===== config.mk =====
export PLATFORM = sky130hd
export DESIGN_NAME = line_period_avg
export DESIGN_NICKNAME = d
export VERILOG_FILES = /design/src/rtl/line_period_avg.sv
export SDC_FILE = /design/constraint.sdc
export NUM_CORES = 1
export LEC_CHECK = 0
export BUFFER_PORTS_ARGS = -buffer_cell sky130_fd_sc_hd__buf_2
export CORE_MARGIN = 8
export CORE_UTILIZATION = 33
export CTS_BUF_LIST = sky130_fd_sc_hd__clkbuf_4
export CTS_CLUSTER_DIAMETER = 30
export DETAILED_ROUTE_END_ITERATION = 16
export SLEW_MARGIN = 25
export SYNTH_ARGS = -nofsm -noshare
export SYNTH_HDL_FRONTEND = slang
export SYNTH_SLANG_ARGS = --single-unit

===== constraint.sdc =====
create_clock -name clk -period 10.24 [get_ports clk]
set_input_delay 1.536 -clock clk [delete_from_list [all_inputs] [get_ports clk]]
set_output_delay 1.536 -clock clk [all_outputs]
set_load 0.005 [all_outputs]

===== src/rtl/line_period_avg.sv =====
module line_period_avg #(
  parameter int DW      = 15,
  parameter int MAX_CNT = 4095,
  parameter int PI2_Q14 = 25736,
  parameter int CW      = $clog2(MAX_CNT + 1)
) (
  input  logic          clk,
  input  logic          rst_n,
  input  logic          smp_vld,
  input  logic [DW-1:0] smp,
  input  logic [DW-1:0] thr_hi,
  input  logic [DW-1:0] thr_lo,
  input  logic [CW-1:0] n_min,
  output logic [DW-1:0] freq_pu,
  output logic [DW-1:0] avg_pu,
  output logic          out_vld,
  output logic          line_lost
);

  localparam int SW   = DW + CW;
  localparam int NUMW = SW + 15;
  localparam int BW   = $clog2(NUMW);

  logic            armed, synced;
  logic [CW-1:0]   cnt;
  logic [SW-1:0]   acc;
  logic            busy;
  logic [BW-1:0]   step;
  logic [NUMW-1:0] na, nf, qa, qf;
  logic [CW-1:0]   ra, rf, den;

  wire fire = smp_vld && armed && (smp >= thr_hi);
  wire full = (cnt == CW'(MAX_CNT));

  wire [CW:0]      ta    = {ra, na[NUMW-1]};
  wire [CW:0]      tf    = {rf, nf[NUMW-1]};
  wire             ga    = ta >= {1'b0, den};
  wire             gf    = tf >= {1'b0, den};
  wire [CW:0]      da    = ta - {1'b0, den};
  wire [CW:0]      df    = tf - {1'b0, den};
  wire [CW-1:0]    ra_n  = ga ? da[CW-1:0] : ta[CW-1:0];
  wire [CW-1:0]    rf_n  = gf ? df[CW-1:0] : tf[CW-1:0];
  wire [NUMW-1:0]  qa_n  = {qa[NUMW-2:0], ga};
  wire [NUMW-1:0]  qf_n  = {qf[NUMW-2:0], gf};
  wire [DW-1:0]    f_sat = (|qf_n[NUMW-1:DW])    ? '1 : qf_n[DW-1:0];
  wire [DW-1:0]    a_sat = (|qa_n[NUMW-1:DW+14]) ? '1 : qa_n[DW+13:14];
  wire             last  = (step == BW'(NUMW - 1));
  wire             da_u  = da[CW] | df[CW];

  always_ff @(posedge clk) begin
    if (!rst_n) begin
      armed     <= 1'b0;
      synced    <= 1'b0;
      cnt       <= '0;
      acc       <= '0;
      busy      <= 1'b0;
      step      <= '0;
      na        <= '0;
      nf        <= '0;
      qa        <= '0;
      qf        <= '0;
      ra        <= '0;
      rf        <= '0;
      den       <= '0;
      freq_pu   <= '0;
      avg_pu    <= '0;
      out_vld   <= 1'b0;
      line_lost <= 1'b0;
    end else begin
      out_vld <= 1'b0;

      if (busy) begin
        na   <= na << 1;
        nf   <= nf << 1;
        ra   <= ra_n;
        rf   <= rf_n;
        qa   <= qa_n;
        qf   <= qf_n;
        step <= step + 1'b1;
        if (last) begin
          busy      <= 1'b0;
          out_vld   <= 1'b1;
          line_lost <= 1'b0;
          freq_pu   <= f_sat;
          avg_pu    <= a_sat;
        end
      end

      if (smp_vld) begin
        if (fire)
          armed <= 1'b0;
        else if (smp < thr_lo)
          armed <= 1'b1;

        if (fire) begin
          synced <= 1'b1;
          cnt    <= CW'(1);
          acc    <= SW'(smp);
          if (synced) begin
            na   <= NUMW'(acc) * NUMW'(PI2_Q14);
            nf   <= NUMW'(n_min) << DW;
            den  <= cnt;
            ra   <= '0;
            rf   <= '0;
            qa   <= '0;
            qf   <= '0;
            step <= '0;
            busy <= 1'b1;
          end
        end else if (synced) begin
          if (full) begin
            synced    <= 1'b0;
            line_lost <= 1'b1;
          end else begin
            cnt <= cnt + 1'b1;
            acc <= acc + SW'(smp);
          end
        end
      end
    end
  end

  logic unused_ok;
  assign unused_ok = da_u;

endmodule



After elaboration in Yosys (flattened, before gate mapping):

Index checks and enable logic that the tools add are counted.

* mux-type cells: 55
* shifts and indexed selects: 0
* multipliers: 1
* div/mod/pow operators: 0
* reduce and logical (&&, ||, !) cells: 11
* add/subtract/negate cells: 5
* bitwise logic cells: 0
* equality and inequality tests: 3
* magnitude comparators: 4

Operators with widths (number)
* two-way mux 42 bit: 16
* two-way mux 12 bit: 13
* two-way mux 27 bit: 3
* multiplier 27 x 12 -> 39 bit (second input constant): 1
* two-way mux 15 bit: 2
* adder 27 x 15 -> 27 bit: 1
* OR reduction 27 bit: 1
* >= comparator 13 x 12 -> 1 bit: 2
* two-way mux 6 bit: 4
* subtractor 12 bit: 2
* two-way mux 1 bit: 17
* >= comparator 15 bit: 1
* < comparator 15 bit: 1
* OR reduction 13 bit: 1
* adder 12 x 1 -> 12 bit (second input constant): 1
* equality test 12 bit (second input constant): 1
* adder 6 x 1 -> 6 bit (second input constant): 1
* equality test 6 bit (second input constant): 1
* AND reduction 2 bit: 3
* AND reduction 3 bit: 2
* nonzero test 2 bit: 2
* logical AND 1 bit: 2
* != test 2 bit (second input constant): 1

* latch bits: 0
* memory bits (writable): 0
* memories: 0
* output and inout bits: 32
* register bits after elaboration: 284
* bits in read-only memories: 0
* input port bits: 60

Depth between registers and ports, before layout:

Gate-level depths: netlist (run 1).

* word-level depth: 7
* mapped depth: 18
* mapped depth without buffers: 17

Worst setup path before layout (run 1):

Ideal clock, no wire load.

* path kind: register to register
* start: register acc[15]
* end: register na[41]
* buffers on the path: 1
* data arrival time: 4.667 ns
* slack: 5.502 ns
* required time: 10.170 ns
* period minus slack after synthesis: 4.738 ns
* cell stages (with the launch flop): 17
* cells stage by stage: dfxtp_1 -> ha_1 -> fa_1 -> fa_1 -> fa_1 -> ha_1 -> ha_1 -> buf_2 -> a21oi_1 -> o21ai_1 -> or3b_1 -> and3_1 -> nand3_2 -> o31ai_2 -> o311a_1 -> or4_1 -> a21oi_1

* word-level cells in the longest chain between the ends: 4

Ends and longest elaborated chain
* start: declaration: RTL line 26 `logic [SW-1:0] acc;`
* start signal: assignment: RTL line 98 `acc <= SW'(smp);`
* start signal: assignment: RTL line 116 `acc <= acc + SW'(smp);`
* multiplier 27 x 12 -> 39 bit: RTL line 100 `na <= NUMW'(acc) * NUMW'(PI2_Q14);`
* two-way mux 42 bit: RTL line 99 `if (synced) begin`
* two-way mux 42 bit: RTL line 95 `if (fire) begin`
* two-way mux 42 bit: RTL line 89 `if (smp_vld) begin`
* end signal: assignment: RTL line 73 `na <= na << 1;`
* end signal: assignment: RTL line 100
* end: declaration: RTL line 29 `logic [NUMW-1:0] na, nf, qa, qf;`

No other way between the ends.
A chain may end at the register's enable or synchronous reset.

Final worst setup path (run 1):

* start: register acc[12]
* end: register na[41]

The elaborated chain is that of the path after synthesis.

==> impl_results.md, run 1 <==
- Hold Fails Final Rpt: 0
- Vias/cell: 4.93
- Synth Area in Adders: 0.214
- Fin Setup TNS: 0 ns
- Tightest Hold Check Type: reg2reg
- Core footprint: 0.0523 sq mm
- Unrepaired setup endpoints after global routing: false
- Starting density of the core: 0.332
- Post-Synth Simple-Gate Area: 0.125
- Mux share of post-synthesis cell area: 0.106
- Final #Nets: 2290
- Sequential area share after synthesis: 0.324
- Main combinational cell family by area after synthesis: adder cells
- Syn Nets: 2187
- TritonCTS buffer count: 85
- Maximum fanout along the worst path: 7
- Total vias in the final route: 13408
- VDD IR max: 0.0000569 V
- Drt drc: 0
- Root buffer cell: clkbuf_4
- H-tree depth: 3
- Synth Area in XOR/XNOR: 0.0398
- Pwr/cell area: 123 mW/mm^2
- Crit. End Element: flip-flop
- Synth Area in Compound Gates: 0.145
- Area after DPL: 0.0185 sq mm
- Final ANT Viol Nets: 0
- Clock sinks: 282
- Ys async rst share: 0
- Post-synth EDFFs: 0
- CTS tree: done
- Layout cell share with drive strength beyond 1: 0.146
- Die Area: 0.0603 sq mm
- MaxCap Viol Count: 0
- Gr usage total: 0.124
- Setup Crit Path Kind: reg2reg
- Status: complete, no violations
- Slew Limit Fails: 0
- Drt pass-1 iters: 5
- Slew of the pin with the lowest slew margin: 1.03 ns
- CTS clock-pin slew for the worst setup and hold paths: 0.06 ns
- Post-cts sizing count: 0
- # hold bufs at CTS: 0
- WP data required: 10.92 ns
- Slowest cell on the critical path: dfxtp_1
- Distinct cells, synth: 70
- Antenna violations before repair: 2
- DRC violation total after the first TritonRoute iteration: 518
- Average size of a mapped cell: 9.31 sq um
- Placed cells: 2573
- Number of port buffers: 91
- WP data arrival: 5.92 ns
- Grt total ovfl: 0
- Leakage Power: 8.74 nW
- Main flop type after synthesis: dfxtp_1
- Worst path cell trace: ha_1 > fa_1 > fa_1 > fa_1 > ha_1 > ha_1 > a21oi_1 > o21ai_0 > a21oi_1 > and3_1 > nand3_2 > a2111oi_0 > nor2_1 > or4_1 > a21oi_1
- Synthesized area: 0.0174 sq mm
- Vias in the first global route: 13657
- Slew Limit Headroom: 0.313
- Min Hold Slack: 0.450 ns
- IO Count: 92
- Area of the multi-input gates: 0.0110 sq mm
- Detailed placement HPWL: 27500 um
- Final critical-path share of the clock period: 0.512
- #FFs+latches synth: 282
- Count of non-filler cells in the finished layout: 2717
- Layout area overhead: 12.4%
- Wire per inst: 13.9 um
- Min Tclk post-route: 5.24 ns
- Clock Path Buffers: 3
- Delay-heaviest family, CP: adder cells
- Layout Skew: 0.0551 ns
- Post-Synthesis Cells: 1869
- Die Ht: 246 um
- Largest net degree at the start of global routing: 102
- Register area: 0.00565 sq mm
- Total design power: 0.00240 W
- Final setup viols: 0
- First-pass GRT wire length: 63700 um
- CP Buf/Inv Count: 0
- Die Wd: 246 um
- Max Fclk: 191 MHz
- Placer Congestion: 0.848
- Filler Cells Inserted: 5351
- YS warnings: 0
- Drt total wl: 37700 um
- Type of origin of the critical path: flip-flop
- Worst-Skew Late Latency: 0.79 ns
- Postcts setup bufs: 0
- CP max stage delay: 0.58 ns
- Final instance area: 0.0196 sq mm
- Row count: 84
## placed cells by master, fill, tap and decap left out, types with 5 or more instances in the layout
master,n
dfxtp_1,281
nor2_1,247
ha_1,193
mux2i_1,175
inv_1,125
clkbuf_4,114
nand2_1,101
a21oi_1,98
buf_2,91
fa_1,65
a211oi_1,58
o21ai_0,54
xnor2_1,46
a21o_1,37
xor2_1,33
o221a_2,30
nand3_1,24
nand4_1,20
nor3_1,20
and3_1,13
buf_4,12
o21a_1,11
nor4_1,11
clkinv_1,11
clkinv_2,10
mux2_2,8
a31oi_1,8
nand2b_1,7
nor2b_1,7
and2_1,7
or3_1,7
a2111oi_0,6
o211ai_1,6
o21bai_1,5
a311oi_1,5
o21ai_1,5
## logic make-up after synthesis
group	after synthesis
xor gates and xnor gates	79
and+or+nand+nor	489
muxes	183
adders and majority gates	258
buffers and inverters	213
DFF	282
AOI/OAI and AO/OA	365
## metrics by stage
| step | worst slack, ns | utilization |
|---|---|---|
| 2_1_floorplan | 5.50 | - |
| 5_1_grt | 4.75 | 0.374 |
| 3_3_place_gp | 5.14 | 0.354 |
| 3_5_place_dp | 5.05 | 0.354 |
| 6_report | 5.00 | 0.374 |
| 4_1_cts | 5.02 | 0.374 |
## synthesized netlist by cell type, drive strengths merged, types with 11 or more instances
cell | n | area share
clkbuf | 76 | 0.016
xnor2 | 46 | 0.023
buf | 11 | 0.0028
a21oi | 101 | 0.029
xor2 | 33 | 0.017
nor4 | 12 | 0.0047
nand2 | 104 | 0.023
a211oi | 58 | 0.025
nand4 | 20 | 0.0072
o221a | 30 | 0.019
mux2i | 175 | 0.10
o21ai | 59 | 0.017
ha | 193 | 0.14
fa | 65 | 0.075
nor3 | 22 | 0.0066
and3 | 13 | 0.0047
nand3 | 25 | 0.0075
dfxtp | 282 | 0.32
inv | 126 | 0.027
a21o | 37 | 0.016
o21a | 11 | 0.0047
nor2 | 248 | 0.054
## flip-flops by register name, summed over array words and instances, names as in the netlist
register,flops
rf,12
synced,1
busy,1
freq_pu,15
avg_pu,15
qf,41
na,42
qa,41
nf,42
line_lost,1
step,6
cnt,12
acc,27
out_vld,1
ra,12
den,12
armed,1
## worst reg2reg max path: stages, from the launching register on
cell and delay, ns:
dfxtp_1 0.58, ha_1 0.33, fa_1 0.48, fa_1 0.55
fa_1 0.44, ha_1 0.32, ha_1 0.36, a21oi_1 0.26
o21ai_0 0.12, a21oi_1 0.15, and3_1 0.18, nand3_2 0.14
a2111oi_0 0.54, nor2_1 0.09, or4_1 0.48, a21oi_1 0.14
## report_power, final
part           switching (W)  leakage (nW)  internal (W)  total [W]
clock network       0.000485         0.623      0.000568    0.00105
logic               0.000137          5.85     0.0000955   0.000232
registers          0.0000116          2.27       0.00110    0.00111
## metal layers
layer	global-route usage	up-vias	wire (um)	share of wire
li1	-	6865	-	-
met1	0.148	6231	17200	0.46
met2	0.213	234	17900	0.48
met3	0.0279	78	1500	0.040
met4	0.0524	0	1050	0.028
met5	0	-	0	0
## layout make-up
| cell class | instances | area share |
|---|---|---|
| tap | 688 | 0.0440 |
| clock buffer | 114 | 0.0438 |
| clock inverter | 28 | 0.00960 |
| antenna | 2 | 0.000256 |
| sequential | 282 | 0.289 |
| inverter | 126 | 0.0242 |
| multi-input combinational | 1374 | 0.561 |
| timing repair buffer | 103 | 0.0279 |
## path summary, 6_finish.rpt
path,startpoint,to,slack [ns],cells after the start
max,acc[12],na[41],5.00,15
min,qa[6],qa[7],0.45,2
max reg2reg,acc[12],na[41],5.00,15
min reg2reg,qa[6],qa[7],0.45,2
No activity file was read; power rests on OpenSTA's default activity.
==> run 2, diff against run 1 <==
--- a/config.mk
+++ b/config.mk
@@ -5,6 +5,7 @@
 export SDC_FILE = /design/constraint.sdc
 export NUM_CORES = 1
 export LEC_CHECK = 0
+export ABC_AREA = 1
 export BUFFER_PORTS_ARGS = -buffer_cell sky130_fd_sc_hd__buf_2
 export CORE_MARGIN = 8
 export CORE_UTILIZATION = 33
==> constraint.sdc (replaced) <==
create_clock -name clk -period 4.9 [get_ports clk]
set_input_delay 0.735 -clock clk [delete_from_list [all_inputs] [get_ports clk]]
set_output_delay 0.735 -clock clk [all_outputs]
set_load 0.005 [all_outputs]
==> run 2 against run 1 <==
Effect of this change: synthesized area is 11% higher; largest power group unchanged; critical endpoint unchanged; synthesized cell count is 46% higher; combinational power grew to 2.9 times the previous value; global-route usage is 2.1 points higher; power is 120% higher; sequential power is 110% higher; utilization is 0.49 points lower; die area is 11% higher; clock skew is 0.0012 ns higher; first-iteration DRC count is 82% higher; design area is 10% higher; sequential share of layout area is 2.7 points lower.
==> impl_results.md, run 2 <==
- Status: complete, no violations
- Die Wd: 258 um (+5.2%)
- Layout cell share with drive strength beyond 1: 0.0980 (-0.0480)
- Slew Limit Headroom: 0.380 (+0.0670)
- Worst setup path endpoint: na[41]
- Hold Fails Final Rpt: 0 (unchanged)
- Commonest non-fill, non-tap cells in the layout: 665 x nand2_1, 357 x inv_1, 307 x nor2_1
- Top cells by area, synth: dfxtp_1 29%, nand2_1 13%, ha_1 12%, inv_1 6.9%, fa_1 6.7%
- Int Pwr: 0.00369 W (+110%)
- RR Startpoint: acc[8]
- Post-cts sizing count: 0 (unchanged)
- Largest net degree at the start of global routing: 118 (+16%)
- Crit. End Element: flip-flop
- Worst path cell trace: ha_1 > fa_1 > fa_1 > fa_1 > ha_1 > ha_1 > nand2_1 > nor2_1 > inv_1 > nor3_1 > nand2_1 > nand2_1 > nand2_1 > nand3_1 > nand2_1 > nor2_1 > nor2_1
- H-tree depth: 3 (unchanged)
- Slew Limit Fails: 0 (unchanged)
- Post-Synthesis Cells: 2736 (+46%)
- Drt total wl: 49800 um (+32%)
- VDD IR max: 0.000139 V (+140%)
- DRC violation total after the first TritonRoute iteration: 942 (+82%)
- Ys async rst share: 0 (unchanged)
- CTS clock-pin slew for the worst setup and hold paths: 0.07 ns (about the same)
- Final ANT Viol Nets: 0 (unchanged)
- Comb power frac: 0.127 (+0.030)
- Post-synth top area share: 0.291 (-0.0334)
- Final setup viols: 0 (unchanged)
- Max Fclk: 229 MHz (+20%)
- Slowest cell on the critical path: dfxtp_1
- Area after DPL: 0.0206 sq mm (+11%)
- Crit path top cell by count: nand2_1
- Tightest Hold Check Type: in2reg
- Drt pass-1 iters: 7 (+2)
- Distinct cells, synth: 47 (-33%)
- Switching part of the total power: 0.290 (+0.0257)
- Slew of the pin with the lowest slew margin: 0.929 ns (-0.0993 ns)
- Setup Crit Path Kind: reg2reg
- Min Tclk post-route: 4.37 ns (-0.873 ns)
- Cell depth of the worst flop-to-flop path: 17 (+2)
- Layout Skew: 0.0563 ns (+0.00124 ns)
- #FFs+latches synth: 282 (unchanged)
- Crit path from: acc[8]
- Clock network fraction of total power: 0.423 (-0.016)
- Antenna violations before repair: 2 (unchanged)
- Unrepaired setup endpoints after global routing: false
- Power share of the sequential group: 0.449 (-0.015)
- Final critical-path share of the clock period: 0.892 (+0.380)
- # hold bufs at CTS: 0 (unchanged)
- Pwr/cell area: 241 mW/mm^2 (+96%)
- Wire per inst: 13.6 um (-1.9%)
- Clock Path Buffers: 3 (unchanged)
- First-pass GRT wire length: 81200 um (+27%)
- Count leader, synth: nand2_1
- Final #Nets: 3152 (+38%)
- Sw power: 0.00150 W (+140%)
- Starting density of the core: 0.331 (-0.00126)
- MaxCap Viol Count: 0 (unchanged)
- Final instance area: 0.0216 sq mm (+10%)
- TritonCTS buffer count: 79 (-7.1%)
- YS warnings: 0 (unchanged)
- WP data required: 5.54 ns (-5.38 ns)
- Vias in the first global route: 16209 (+19%)
- Clock sinks: 282 (unchanged)
- Grt total ovfl: 0 (unchanged)
- R2r setup slk: 0.53 ns (-4.47 ns)
- Gr usage total: 0.145 (+0.0206)
- Largest regs: na: 42 flops, nf: 42 flops
- CP max stage delay: 0.55 ns (-0.03 ns)
- Post-synth top cells: 665 x nand2_1, 358 x inv_1, 308 x nor2_1, 282 x dfxtp_1, 228 x a21oi_1
- Most common cell after layout, fill and taps aside: nand2_1
- Postcts setup bufs: 0 (unchanged)
- Die Ht: 258 um (+5.2%)
- Cell taking the most area after synthesis: dfxtp_1
- Total vias in the final route: 17273 (+29%)
- Maximum fanout along the worst path: 7 (unchanged)
- CTS tree: done
- IO Count: 92 (unchanged)
- Detailed placement HPWL: 36700 um (+33%)
- Main flop type after synthesis: dfxtp_1
- Vias/cell: 4.71 (-4.5%)
- Worst-Skew Late Latency: 0.78 ns (about the same)
- Fin Setup TNS: 0 ns (unchanged)
- Leakage Power: 10.8 nW (+23%)
- Synthesized area: 0.0194 sq mm (+11%)
- Drt drc: 0 (unchanged)
- Die Area: 0.0668 sq mm (+11%)
- Post-synth EDFFs: 0 (unchanged)
- Sequential area share after synthesis: 0.291 (-0.0334)
- Type of origin of the critical path: flip-flop
- Root buffer cell: clkbuf_4
- R2r endpoint: na[41]
- Row count: 89 (+6.0%)
- Core footprint: 0.0586 sq mm (+12%)
- Average size of a mapped cell: 7.09 sq um (-24%)
- WP data arrival: 5.01 ns (-0.91 ns)
- Syn Nets: 3054 (+40%)
- Number of port buffers: 91 (unchanged)
- Layout area overhead: 11.4%
- Placer Congestion: 0.940 (+11%)
-- run 2: layout make-up --
type | count | area [sq um]
antenna | 6 | 15.0
tap | 773 | 967
clock inverter | 34 | 256
sequential | 282 | 5650
inverter | 368 | 1390
clock buffer | 100 | 751
fill | 6387 | 37000
multi-input combinational | 1989 | 11900
timing repair buffer | 114 | 641
-- run 2: how the worst min path moves through the flow --
stage,end,cells after the start,start
final,nf[23],2,n_min[8]
after detailed placement,armed,2,armed
after CTS,nf[19],2,n_min[4]
after global routing,nf[19],2,n_min[4]
after global placement,armed,2,armed
after floorplan,armed,2,armed
-- run 2: power groups by stage --
stage	Combinational [W]	Sequential [W]	Clock, W
final	0.000663	0.00233	0.00220
after global routing	0.000758	0.00234	0.00242
after CTS	0.000666	0.00233	0.00229
after detailed placement	0.000658	0.00239	0
after global placement	0.000661	0.00239	0
after floorplan	0.000485	0.00238	0
-- run 2: cells by family after synthesis --
kind of cell / after synthesis / synth area share
AO/OA/AOI/OAI: 443 / 0.126
XOR/XNOR: 43 / 0.0194
adder cells (fa/ha/maj): 258 / 0.192
buffers and inverters: 465 / 0.0939
flip-flops: 282 / 0.291
multiplexers: 25 / 0.0129
AND/OR/NAND/NOR: 1220 / 0.265
-- run 2: per-layer routing --
metal / part of all wire / track usage / wire [um] / vias up
li1: - / - / - / 9058
met4: 0.019 / 0.0405 / 925 / 0
met5: 0 / 0 / 0 / -
met1: 0.48 / 0.198 / 24000 / 7825
met2: 0.45 / 0.230 / 22600 / 319
met3: 0.047 / 0.0282 / 2350 / 71
-- run 2: per-stage QoR --
stage               power [W]  hold WS [ns]  std cells  setup WS [ns]  utilization
floorplan             0.00286         0.430       2736           1.05            -
finish                0.00520         0.192       3666          0.531        0.369
global placement      0.00305         0.438       3526          0.540        0.351
CTS                   0.00529         0.130       3660          0.518        0.369
detailed placement    0.00304         0.442       3526          0.491        0.351
global route          0.00552         0.104       3666          0.270        0.369
-- run 2: critical path, delay by kind of cell, from the launching register on --
kind / cells / cell delay [ns]
AND/OR/NAND/NOR: 10 / 1.15
buffers and inverters: 1 / 0.08
flip-flops: 1 / 0.55
adder cells (fa/ha/maj): 6 / 2.49
==> run 3, diff against run 2 <==
--- a/config.mk
+++ b/config.mk
@@ -12,6 +12,7 @@
 export CTS_BUF_LIST = sky130_fd_sc_hd__clkbuf_4
 export CTS_CLUSTER_DIAMETER = 30
 export DETAILED_ROUTE_END_ITERATION = 16
+export PLACE_DENSITY = 0.58
 export SLEW_MARGIN = 25
 export SYNTH_ARGS = -nofsm -noshare
 export SYNTH_HDL_FRONTEND = slang
==> run 3 against run 2 <==
Effect of this change: hold slack improved by 0.010 ns; non-clock buffer count rose by 5; clock-buffer cell count rose by 9; utilization barely moved; critical path type unchanged; largest cell class unchanged.
==> impl_results.md, run 3 (synthesis results as in run 2) <==
- R2r setup slk: 0.61 ns (+0.07 ns)
- Layout Skew: 0.0459 ns (-0.0104 ns)
- Slew of the pin with the lowest slew margin: 0.878 ns (-0.0508 ns)
- Pwr/cell area: 236 mW/mm^2 (-1.9%)
- Clock network fraction of total power: 0.413 (-0.010)
- VDD IR max: 0.000163 V (+18%)
- Fin Setup TNS: 0 ns (unchanged)
- Clock Path Buffers: 3 (unchanged)
- Antenna violations before repair: 3 (+1)
- Number of port buffers: 91 (unchanged)
- Setup Crit Path Kind: reg2reg
- Hold Crit Endpoint: nf[18]
- Placer Congestion: 0.907 (-3.5%)
- Post-cts sizing count: 0 (unchanged)
- Hold Path Cell Cnt: 2 (unchanged)
- Worst-Skew Late Latency: 0.76 ns (-0.02 ns)
- Int Pwr: 0.00361 W (-2.3%)
- Slew Limit Fails: 0 (unchanged)
- Leakage Power: 10.8 nW (+0.34%)
- Crit path top cell by count: nand2_1
- Final critical-path share of the clock period: 0.876 (-0.0152)
- CTS tree: done
- Total design power: 0.00511 W (-1.8%)
- Cell depth of the worst flop-to-flop path: 16 (-1)
- Maximum fanout along the worst path: 7 (unchanged)
- Postcts setup bufs: 0 (unchanged)
- Min Tclk post-route: 4.29 ns (-0.0746 ns)
- Core footprint: 0.0586 sq mm (unchanged)
- Vias/cell: 4.70 (-0.34%)
- CP max stage delay: 0.54 ns (about the same)
- Vias in the first global route: 16352 (+0.88%)
- Wire per inst: 13.7 um (+0.43%)
- R2r endpoint: na[40]
- DRC violation total after the first TritonRoute iteration: 932 (-1.1%)
- CTS clock-pin slew for the worst setup and hold paths: 0.06 ns (about the same)
- Power share of the sequential group: 0.457 (+0.008)
- Slowest cell on the critical path: dfxtp_1
- CP Buf/Inv Count: 0 (-1)
- Final setup viols: 0 (unchanged)
- H-tree depth: 3 (unchanged)
- Final ANT Viol Nets: 0 (unchanged)
- Min Hold Slack: 0.202 ns (+0.0101 ns)
- MaxCap Viol Count: 0 (unchanged)
- Most common cell after layout, fill and taps aside: nand2_1
- Die Ht: 258 um (unchanged)
- Crit. End Element: flip-flop
- Max Fclk: 233 MHz (+1.7%)
- Largest regs: na: 42 flops, nf: 42 flops
- Row count: 89 (unchanged)
- Die Area: 0.0668 sq mm (unchanged)
- Layout area overhead: 11.5%
- Die Wd: 258 um (unchanged)
- Gr usage total: 0.146 (+0.00169)
- RR Startpoint: acc[9]
- TritonCTS buffer count: 80 (+1.3%)
- Switching part of the total power: 0.294 (+0.00409)
- Unrepaired setup endpoints after global routing: false
- Filler Cells Inserted: 6345 (-0.66%)
- Grt total ovfl: 0 (unchanged)
- Hold Startpoint: n_min[3]
- WP data arrival: 4.90 ns (-0.11 ns)
- Placed cells: 3530 (+0.11%)
- Commonest non-fill, non-tap cells in the layout: 665 x nand2_1, 357 x inv_1, 307 x nor2_1
- Slew Limit Headroom: 0.410 (+0.0304)
- WP data required: 5.51 ns (-0.03 ns)
- Sw power: 0.00150 W (-0.36%)
- Drt drc: 0 (unchanged)
- Largest net degree at the start of global routing: 143 (+21%)
- Final #Nets: 3158 (+0.19%)
- Tightest Hold Check Type: in2reg
- Detailed placement HPWL: 37200 um (+1.2%)
- # hold bufs at CTS: 0 (unchanged)
- IO Count: 92 (unchanged)
- Drt pass-1 iters: 5 (-2)
- Starting density of the core: 0.331 (unchanged)
- Pre-CTS setup slack: 0.624 ns (+0.133 ns)
- Count of non-filler cells in the finished layout: 3674 (+0.22%)
- Clock sinks: 282 (unchanged)
- Delay-heaviest family, CP: adder cells
- First-pass GRT wire length: 82500 um (+1.5%)
- Hold Fails Final Rpt: 0 (unchanged)
- Root buffer cell: clkbuf_4
- Comb power frac: 0.131 (+0.004)
- Total vias in the final route: 17252 (-0.12%)
- Type of origin of the critical path: flip-flop
- Drt total wl: 50200 um (+0.65%)
- Layout cell share with drive strength beyond 1: 0.102 (+0.00373)
- Status: complete, no violations
- Final WS setup: 0.606 ns (+0.0746 ns)
- Worst path cell trace: ha_1 > fa_1 > fa_1 > fa_1 > ha_1 > ha_1 > nand2_1 > nor2_1 > and3_1 > nand2_1 > nand2_1 > nand2_1 > nand3_1 > nand2_1 > nor2_1 > nor2_1
## run 3: per-layer routing
layer,track usage,share of wire
met1,0.201,0.48
met3,0.0258,0.044
met4,0.0405,0.020
met2,0.235,0.45
met5,0,0
## run 3: power groups by stage
stage	Sequential [W]	Clock [W]	Combinational, W
final	0.00233	0.00211	0.000667
after global routing	0.00233	0.00232	0.000764
after CTS	0.00233	0.00219	0.000671
after global placement	0.00238	0	0.000663
after detailed placement	0.00238	0	0.000661
after floorplan	0.00238	0	0.000485
## run 3: worst register-to-register path, delay by kind of cell, from the launching register on
family                   cells  cell delay [ns]
adder cells (fa/ha/maj)      6             2.44
AND/OR/NAND/NOR             10             1.18
flip-flops                   1             0.54
## run 3: worst max-delay path by stage
stage | startpoint | end | depth (start not counted)
floorplan | acc[11] | na[41] | 17
detailed placement | acc[7] | na[38] | 16
global placement | acc[7] | na[38] | 16
CTS | acc[9] | na[40] | 16
global route | acc[7] | na[30] | 16
finish | acc[9] | na[40] | 16
## run 3: metrics by stage
| stage | area (sq um) | util |
|---|---|---|
| final | 21600 | 0.369 |
| after global routing | 21600 | 0.369 |
| after CTS | 21600 | 0.369 |
| after detailed placement | 20600 | 0.352 |
| after global placement | 20600 | 0.352 |
| after floorplan | 19400 | - |
## run 3: cell type report
type,count,area [sq um],area share
multi-input combinational,1989,11900,0.552
sequential,282,5650,0.261
inverter,368,1390,0.0641
tap,773,967,0.0447
clock buffer,109,818,0.0378
timing repair buffer,119,698,0.0323
clock inverter,32,170,0.00787
antenna,2,5.00,0.000231
